===== src/rtl/rlog_pkg.sv =====
package rlog_pkg;
  parameter int unsigned DEF_DW         = 4;
  parameter int unsigned DEF_RAM_WORDS  = 256;
  parameter int unsigned DEF_FIFO_WORDS = 16;
endpackage


===== src/rtl/rlog_rst_sync.sv =====
module rlog_rst_sync (
  input  logic clk,
  input  logic rst_n,
  output logic rst_sn
);
  logic [1:0] sync_q;

  always_ff @(posedge clk or negedge rst_n) begin
    if (!rst_n) sync_q <= 2'b00;
    else        sync_q <= {sync_q[0], 1'b1};
  end

  assign rst_sn = sync_q[1];
endmodule


===== src/rtl/rlog_fifo.sv =====
module rlog_fifo #(
  parameter int unsigned DW    = 4,
  parameter int unsigned DEPTH = 16
) (
  input  logic          clk,
  input  logic          rst_n,
  input  logic          push,
  input  logic [DW-1:0] push_data,
  input  logic          pop,
  output logic [DW-1:0] head,
  output logic          full,
  output logic          empty
);
  localparam int unsigned AW = (DEPTH > 1) ? $clog2(DEPTH) : 1;

  logic [AW:0]   wr_ptr_q, wr_ptr_d;
  logic [AW:0]   rd_ptr_q, rd_ptr_d;
  logic          push_ok, pop_ok;
  logic [DW-1:0] mem_q [DEPTH];

  assign full    = (wr_ptr_q[AW] != rd_ptr_q[AW]) &&
                   (wr_ptr_q[AW-1:0] == rd_ptr_q[AW-1:0]);
  assign empty   = (wr_ptr_q == rd_ptr_q);
  assign push_ok = push && !full;
  assign pop_ok  = pop && !empty;
  assign head    = mem_q[rd_ptr_q[AW-1:0]];

  always_comb begin
    wr_ptr_d = wr_ptr_q;
    rd_ptr_d = rd_ptr_q;
    if (push_ok) wr_ptr_d = wr_ptr_q + 1'b1;
    if (pop_ok)  rd_ptr_d = rd_ptr_q + 1'b1;
  end

  always_ff @(posedge clk or negedge rst_n) begin
    if (!rst_n) begin
      wr_ptr_q <= '0;
      rd_ptr_q <= '0;
    end else begin
      wr_ptr_q <= wr_ptr_d;
      rd_ptr_q <= rd_ptr_d;
    end
  end

  for (genvar g = 0; g < DEPTH; g++) begin : g_slot
    logic slot_we;
    assign slot_we = push_ok && (wr_ptr_q[AW-1:0] == AW'(g));
    always_ff @(posedge clk) begin
      if (slot_we) mem_q[g] <= push_data;
    end
  end
endmodule


===== src/rtl/rlog_seq.sv =====
module rlog_seq #(
  parameter int unsigned WORDS = 256
) (
  input  logic                     clk,
  input  logic                     rst_n,
  input  logic                     avail,
  output logic                     take,
  output logic [$clog2(WORDS)-1:0] addr,
  output logic                     done
);
  localparam int unsigned AW   = $clog2(WORDS);
  localparam logic [AW-1:0] LAST = AW'(WORDS - 1);

  logic [AW-1:0] addr_q, addr_d;
  logic          done_q, done_d;

  assign take = avail && !done_q;

  always_comb begin
    addr_d = addr_q;
    done_d = done_q;
    if (take) begin
      addr_d = AW'(addr_q + 1'b1);
      if (addr_q == LAST) done_d = 1'b1;
    end
  end

  always_ff @(posedge clk or negedge rst_n) begin
    if (!rst_n) begin
      addr_q <= '0;
      done_q <= 1'b0;
    end else begin
      addr_q <= addr_d;
      done_q <= done_d;
    end
  end

  assign addr = addr_q;
  assign done = done_q;
endmodule


===== src/rtl/rlog_ram.sv =====
module rlog_ram #(
  parameter int unsigned DW    = 4,
  parameter int unsigned WORDS = 256
) (
  input  logic                     clk,
  input  logic                     rst_n,
  input  logic                     we,
  input  logic [$clog2(WORDS)-1:0] waddr,
  input  logic [DW-1:0]            wdata,
  input  logic                     re,
  input  logic [$clog2(WORDS)-1:0] raddr,
  output logic [DW-1:0]            rdata
);
  localparam int unsigned AW = $clog2(WORDS);

  logic [DW-1:0] cell_q [WORDS];
  logic [DW-1:0] rdata_q, rdata_d;

  for (genvar g = 0; g < WORDS; g++) begin : g_word
    logic word_we;
    assign word_we = we && (waddr == AW'(g));
    always_ff @(posedge clk) begin
      if (word_we) cell_q[g] <= wdata;
    end
  end

  always_comb begin
    rdata_d = rdata_q;
    if (re) rdata_d = cell_q[raddr];
  end

  always_ff @(posedge clk or negedge rst_n) begin
    if (!rst_n) rdata_q <= '0;
    else        rdata_q <= rdata_d;
  end

  assign rdata = rdata_q;
endmodule


===== src/rtl/rlog_writer.sv =====
module rlog_writer #(
  parameter int unsigned DW         = rlog_pkg::DEF_DW,
  parameter int unsigned RAM_WORDS  = rlog_pkg::DEF_RAM_WORDS,
  parameter int unsigned FIFO_WORDS = rlog_pkg::DEF_FIFO_WORDS
) (
  input  logic                         clk,
  input  logic                         rst_n,
  input  logic [DW-1:0]                in_data,
  input  logic                         in_wr,
  output logic                         in_full,
  output logic                         log_full,
  input  logic                         rb_en,
  input  logic [$clog2(RAM_WORDS)-1:0] rb_addr,
  output logic [DW-1:0]                rb_data
);
  localparam int unsigned AW = $clog2(RAM_WORDS);

  logic          rst_sn;
  logic          fifo_empty;
  logic          ram_we;
  logic [AW-1:0] wr_addr;
  logic [DW-1:0] head_data;

  rlog_rst_sync u_rst (
    .clk    (clk),
    .rst_n  (rst_n),
    .rst_sn (rst_sn)
  );

  rlog_fifo #(.DW(DW), .DEPTH(FIFO_WORDS)) u_fifo (
    .clk       (clk),
    .rst_n     (rst_sn),
    .push      (in_wr),
    .push_data (in_data),
    .pop       (ram_we),
    .head      (head_data),
    .full      (in_full),
    .empty     (fifo_empty)
  );

  rlog_seq #(.WORDS(RAM_WORDS)) u_seq (
    .clk   (clk),
    .rst_n (rst_sn),
    .avail (!fifo_empty),
    .take  (ram_we),
    .addr  (wr_addr),
    .done  (log_full)
  );

  rlog_ram #(.DW(DW), .WORDS(RAM_WORDS)) u_ram (
    .clk   (clk),
    .rst_n (rst_sn),
    .we    (ram_we),
    .waddr (wr_addr),
    .wdata (head_data),
    .re    (rb_en),
    .raddr (rb_addr),
    .rdata (rb_data)
  );
endmodule


===== config.mk =====
export PLATFORM = sky130hd
export DESIGN_NAME = rlog_writer
export DESIGN_NICKNAME = d
export VERILOG_FILES = /design/src/rtl/rlog_pkg.sv /design/src/rtl/rlog_rst_sync.sv /design/src/rtl/rlog_fifo.sv /design/src/rtl/rlog_seq.sv /design/src/rtl/rlog_ram.sv /design/src/rtl/rlog_writer.sv
export SDC_FILE = /design/constraint.sdc
export NUM_CORES = 1
export LEC_CHECK = 0
export CORE_ASPECT_RATIO = 2
export CORE_MARGIN = 8
export CORE_UTILIZATION = 57
export DETAILED_ROUTE_END_ITERATION = 12
export DONT_BUFFER_PORTS = 1
export PLACE_DENSITY = 0.74
export SLEW_MARGIN = 10
export SYNTH_ARGS = -nofsm -noshare
export SYNTH_HDL_FRONTEND = slang
export SYNTH_SLANG_ARGS = --single-unit
export TNS_END_PERCENT = 30

===== constraint.sdc =====
create_clock -name clk -period 1.2 [get_ports clk]
set_input_delay 0.06 -clock clk [delete_from_list [all_inputs] [get_ports clk]]
set_output_delay 0.06 -clock clk [all_outputs]
set_load 0.05 [all_outputs]

==> impl_metrics.json, run 1 <==
{
  "grt_use_total_pct": 26.7,
  "initial_core_util_pct": 57.5,
  "critPathMaxFanout": 64,
  "start_kind": "register",
  "timing.slew.headroom_pct": -4.24,
  "final_cell_mix": "edfxtp_1 (1088), buf_4 (332), nor2_1 (269)",
  "worst_path_max_delay_cell": "mux4_4",
  "grt_pass1_vias": 25600,
  "crit_type": "reg2reg",
  "grt_pass1_wl_um": 167000,
  "synthArstFlopShare_pct": 2.25,
  "ios": 22,
  "fp.coreArea_um2": 77100,
  "worstMarginPinSlew_ns": 1.56,
  "drc": 0,
  "min_period_ns": 2.54,
  "clock_skew_ns": 0.0313,
  "netlist.area_leader.share_pct": 73.7,
  "cts_tree": "built",
  "path_clk_slew_ns": 0.07,
  "design.die.area_um2": 87500,
  "cp.arrival_ns": 2.90,
  "grt_start_max_net_pins": 285,
  "yosys_warnings": 0,
  "status": "finished with violations",
  "place.gp.congestion": 0.937,
  "ys_seq_elements": 1113,
  "portBuffers": 0,
  "register_area_um2": 33300,
  "rsz0062_at_grt": "true",
  "n_antenna_cell": 0,
  "place_hpwl_um": 74700,
  "cts_root_buf": "clkbuf_16",
  "hold_viol": 33,
  "die_h_um": 410,
  "worstSkewPairLatency_ns": 0.70,
  "synthesis.area_um2": 44300,
  "ys_seq_area_share_pct": 75.1,
  "synth_edf_count": 1088,
  "max_freq_mhz": 393,
  "met3_usage_pct": 4.75,
  "chipWidth_um": 213,
  "syn_to_final_growth_pct": 17.1,
  "synth_flop_cell": "edfxtp_1",
  "syn_nets": 2425,
  "cts_buffer_depth": 3,
  "p_per_area_nw_per_um2": 2240,
  "crit_chain": "clkbuf_16 > mux4_2 > mux4_4 > buf_4 > buf_16",
  "final_nets": 2779,
  "globalRoute.totalOverflow": 0,
  "synthTopCellsByArea": "edfxtp_1 (74%), mux4_2 (9.3%), mux2i_1 (4.4%), nor2_1 (2.5%), dfrtp_1 (1.4%)",
  "crit_path_end_kind": "register",
  "violations": "negative hold slack, max-slew violations, negative setup slack",
  "fillers": 4871,
  "avgSynthCellArea_um2": 18.5,
  "routedWlPerCell_um": 30.7,
  "busiest_layer": "met2",
  "hold_path.class": "in2reg",
  "ant_nets": 0,
  "drtIter0Drc": 2529,
  "ir_drop_mv": 3.84,
  "setup_ws_ns": -1.34,
  "cellLeakagePower_nw": 17.4,
  "synth_largest_area_cell": "edfxtp_1",
  "report.final.slew_viol_count": 65,
  "viasPerCell": 6.47,
  "holdBufCountCts": 12,
  "h-tree-depth": 3,
  "placed_cell_area_um2": 48300,
  "numClockSinks": 1113,
  "synthDistinctLibCells": 62,
  "timing.hold.ws_ns": -0.196,
  "cp_data_required_time_ns": 1.56,
  "row_count": 144,
  "cpPeakStageDelay_ns": 0.65,
  "final_common_cell": "edfxtp_1",
  "cts_buffers": 88,
  "drtPass1Iterations": 5,
  "stdcell_area_um2": 51900,
  "wl_um": 118000,
  "drive_above_1_share_pct": 27.3,
  "met1_usage_pct": 28.4,
  "total_power_mw": 116,
  "maxCapViolCount": 0,
  "use_met2_pct": 47.1,
  "multi_input_area_um2": 10300,
  "grt_antenna_before_repair": 0,
  "vias": 24900,
  "setup_viol": 2141,
  "fin_crit_sh_pct": 212,
  "synthCells": 2400
}
-- area by class of cell --
type,instances,share of cell area [%]
Inverter,13,0.0939
Clock buffer,111,4.43
Sequential cell,1113,64.1
Tap cell,1022,2.46
Timing Repair Buffer,414,7.69
Clock inverter,50,1.30
Multi-Input combinational cell,1124,19.9
-- Yosys cell counts, drive strengths merged (22+ instances only) --
cell type  count
edfxtp      1088
o22ai         50
nand2         82
nor2         293
mux4         184
a22oi         39
buf           81
o221ai        23
clkbuf        69
nor3          27
a21oi         22
o21ai         32
dfrtp         25
mux2i        197
-- report_power, final --
group / internal [mW] / total, mW / switching (mW)
sequential: 55.9 / 56.5 / 0.640
combinational: 9.30 / 29.4 / 20.1
clock: 16.6 / 30.3 / 13.7
total: 81.7 / 116 / 34.4
-- final timing paths --
kind | slack [ns] | start | end | depth (start not counted)
hold reg to reg | 0.26 | u_rst.sync_q[1] | u_seq.addr[6] | 1
hold / removal | -0.20 | in_wr | u_fifo.wr_ptr_q[0] | 3
min in group asynchronous | 0.16 | rst_n | u_rst.sync_q[0] | 2
setup reg to reg | -1.34 | u_fifo.rd_ptr_q[0] | u_ram.cell_q[103][2] | 5
setup / recovery | -1.34 | u_fifo.rd_ptr_q[0] | u_ram.cell_q[103][2] | 5
max in group asynchronous | 0.61 | u_rst.sync_q[1] | u_fifo.rd_ptr_q[0] | 1
-- per-layer routing --
layer	vias to the layer above	routed length, µm
met5	-	0
met2	1447	62700
met1	12700	36600
met4	0	9790
li1	10300	-
met3	399	9180
-- worst max-delay path: cells and delay by family, from the launching register on --
family	cells	cell delay (ns)
mux	2	1.15
flops	1	0.43
buf+inv	3	0.54
-- stage by stage --
step	worst slack, ns	cells	hold WS [ns]	setup TNS, ns	utilization [%]
floorplan	-1.63	2400	-0.236	-2778.06	-
global placement	-1.28	3658	-0.236	-2451.23	62.7
detailed placement	-1.32	3658	-0.236	-2469.77	62.7
CTS	-1.30	3836	-0.234	-2473.39	66.8
global route	-1.34	3847	-0.183	-2586.34	67.4
finish	-1.34	3847	-0.196	-2433.72	67.4
-- registers in the layout (all words and copies together), names as in the netlist --
signal	flops
u_ram.rdata	4
u_fifo.mem_q	64
u_seq.addr	8
u_seq.done	1
u_ram.cell_q	1024
u_rst.sync_q	2
u_fifo.rd_ptr_q	5
u_fifo.wr_ptr_q	5
-- cells by family (layout without fill, tap and decap cells) --
group | after synthesis | after routing | share of synthesized area [%]
and+or+nand+nor | 479 | 479 | 4.62
adders and majority gates | 9 | 9 | 0.254
muxes | 385 | 385 | 13.9
DFF | 1113 | 1113 | 75.1
AOI/OAI and AO/OA | 230 | 230 | 3.62
buffers and inverters | 163 | 588 | 2.12
xor gates and xnor gates | 20 | 20 | 0.395
other | 1 | 1 | 0.00846
-- what timing repair did --
item / CTS / global route
cloned: 1 / 7
pin swaps: 4 / 2
endpoints found under the hold margin: 118 / 21
setup endpoints to repair: 2141 / 2141
buffers inserted: 4 / 4
resized for setup: 14 / 58
Note: power is estimated with default switching activity, not from simulation.
==> run 2: changes to the inputs <==
- HOLD_SLACK_MARGIN: default -> 0.05
==> impl_metrics.json, run 2 (synthesis gave the netlist of run 1 again) <==
{
  "globalRoute.totalOverflow": 0,
  "worstMarginPinSlew_ns": 1.73,
  "cts_buffer_depth": 3,
  "design.die.area_um2": 87500,
  "crit_type": "in2reg",
  "portBuffers": 0,
  "ios": 22,
  "n_antenna_cell": 0,
  "status": "finished with violations",
  "place.gp.congestion": 0.937,
  "setup_ws_ns": -1.53,
  "cts_root_buf": "clkbuf_16",
  "drtIter0Drc": 2417,
  "setup_viol": 2141,
  "hold_path.class": "in2reg",
  "vias": 24900,
  "drc": 0,
  "violations": "negative hold slack, max-slew violations, negative setup slack",
  "rsz0062_at_grt": "true",
  "stdcell_area_um2": 52000,
  "start_kind": "primary input",
  "routedWlPerCell_um": 30.9,
  "syn_to_final_growth_pct": 17.2,
  "viasPerCell": 6.46,
  "initial_core_util_pct": 57.5,
  "cp.arrival_ns": 3.28,
  "p_per_area_nw_per_um2": 2250,
  "ant_nets": 0,
  "row_count": 144,
  "final_nets": 2784,
  "ir_drop_mv": 2.64,
  "cp_data_required_time_ns": 1.75,
  "timing.hold.ws_ns": -0.194,
  "max_freq_mhz": 367,
  "hold_viol": 30,
  "numClockSinks": 1113,
  "grt_antenna_before_repair": 1,
  "timing.slew.headroom_pct": -15.1,
  "holdBufCountCts": 13,
  "setup_tns_ns": -2519.42,
  "placed_cell_area_um2": 48300,
  "largest-register": "u_ram.cell_q",
  "final_cell_mix": "edfxtp_1 (1088), buf_4 (336), nor2_1 (281)",
  "cts_buffers": 88,
  "drive_above_1_share_pct": 27.0,
  "h-tree-depth": 3,
  "grt_use_total_pct": 26.7,
  "final_common_cell": "edfxtp_1",
  "largest_reg_flops": 1024,
  "fillers": 4886,
  "clock_skew_ns": 0.0270,
  "grt_pass1_vias": 25700,
  "path_clk_slew_ns": 0.07,
  "report.final.slew_viol_count": 106,
  "fp.coreArea_um2": 77100,
  "final_core_util_pct": 67.4,
  "wl_um": 119000,
  "critPathMaxFanout": 284,
  "total_power_mw": 117,
  "grt_start_max_net_pins": 285,
  "drtPass1Iterations": 6,
  "cellLeakagePower_nw": 17.4,
  "maxCapViolCount": 0,
  "min_period_ns": 2.73,
  "place_hpwl_um": 74700,
  "cts_tree": "built",
  "fin_crit_sh_pct": 227,
  "crit_path_end_kind": "register",
  "worstSkewPairLatency_ns": 0.70,
  "chipWidth_um": 213,
  "die_h_um": 410,
  "grt_pass1_wl_um": 167000
}
[run 2: changes by cell type in the layout (fill, tap and decap cells not counted), sizes merged]
| cell | previous run | this run |
|---|---|---|
| clkbuf | 115 | 116 |
| dlygate4sd3 | 12 | 13 |
| buf | 398 | 401 |
[run 2: timing repair]
action | 4_1_cts | 5_1_grt
setup buffers | 4 | 7
pin swaps | 4 | 2
endpoints found under the setup margin | 2141 | 2141
cloned | 1 | 8
endpoints found under the hold margin | 123 | 40
resized for setup | 14 | 42
[run 2: worst max-delay path: stages]
cell and delay, ns:
mux4_2 1.06, a22oi_1 0.25, nand2_1 0.28, a2111oi_2 0.66, o221ai_1 0.17
[run 2: cell type report]
class	count	area, µm²	area share (%)
inverters	13	48.8	0.0939
clock buffers	111	2300	4.42
multi-input cells	1124	10300	19.8
clock inverters	50	677	1.30
flip-flops and latches	1113	33300	64.1
well taps	1022	1280	2.46
repair buffers	419	4080	7.84
[run 2: power by group]
group | switching, mW | total [mW] | internal, mW
logic | 20.2 | 29.9 | 9.71
registers | 0.649 | 56.5 | 55.8
clock network | 13.7 | 30.3 | 16.6
total | 34.5 | 117 | 82.1
[run 2: per-layer routing]
| layer | part of all wire (%) | GRT usage [%] | vias to the layer above |
|---|---|---|---|
| met5 | 0 | 0 | - |
| met4 | 8.9 | 20.1 | 0 |
| met3 | 7.8 | 4.82 | 431 |
| met2 | 53 | 46.6 | 1449 |
| met1 | 31 | 28.3 | 12700 |
| li1 | - | - | 10300 |
[run 2: path summary, 6_finish.rpt]
| path | startpoint | endpoint | slack (ns) | cells past startpoint |
|---|---|---|---|---|
| worst max-delay path | rb_addr[0] | u_ram.rdata[2] | -1.53 | 5 |
| worst min-delay path | in_wr | u_fifo.wr_ptr_q[0] | -0.19 | 3 |
| worst min register to register | u_rst.sync_q[1] | u_seq.addr[6] | 0.26 | 1 |
| worst max register to register | u_fifo.rd_ptr_q[0] | u_ram.cell_q[102][2] | -1.34 | 5 |
| max in group asynchronous | u_rst.sync_q[1] | u_fifo.rd_ptr_q[0] | 0.61 | 1 |
| min in group asynchronous | rst_n | u_rst.sync_q[0] | 0.15 | 2 |
[run 2: metrics by stage]
step                      setup slack (ns)  instances  hold slack, ns
after CTS                            -1.30       3837          -0.234
final                                -1.53       3852          -0.194
after detailed placement             -1.32       3658          -0.236
after floorplan                      -1.63       2400          -0.236
after global routing                 -1.37       3852          -0.193
after global placement               -1.28       3658          -0.236
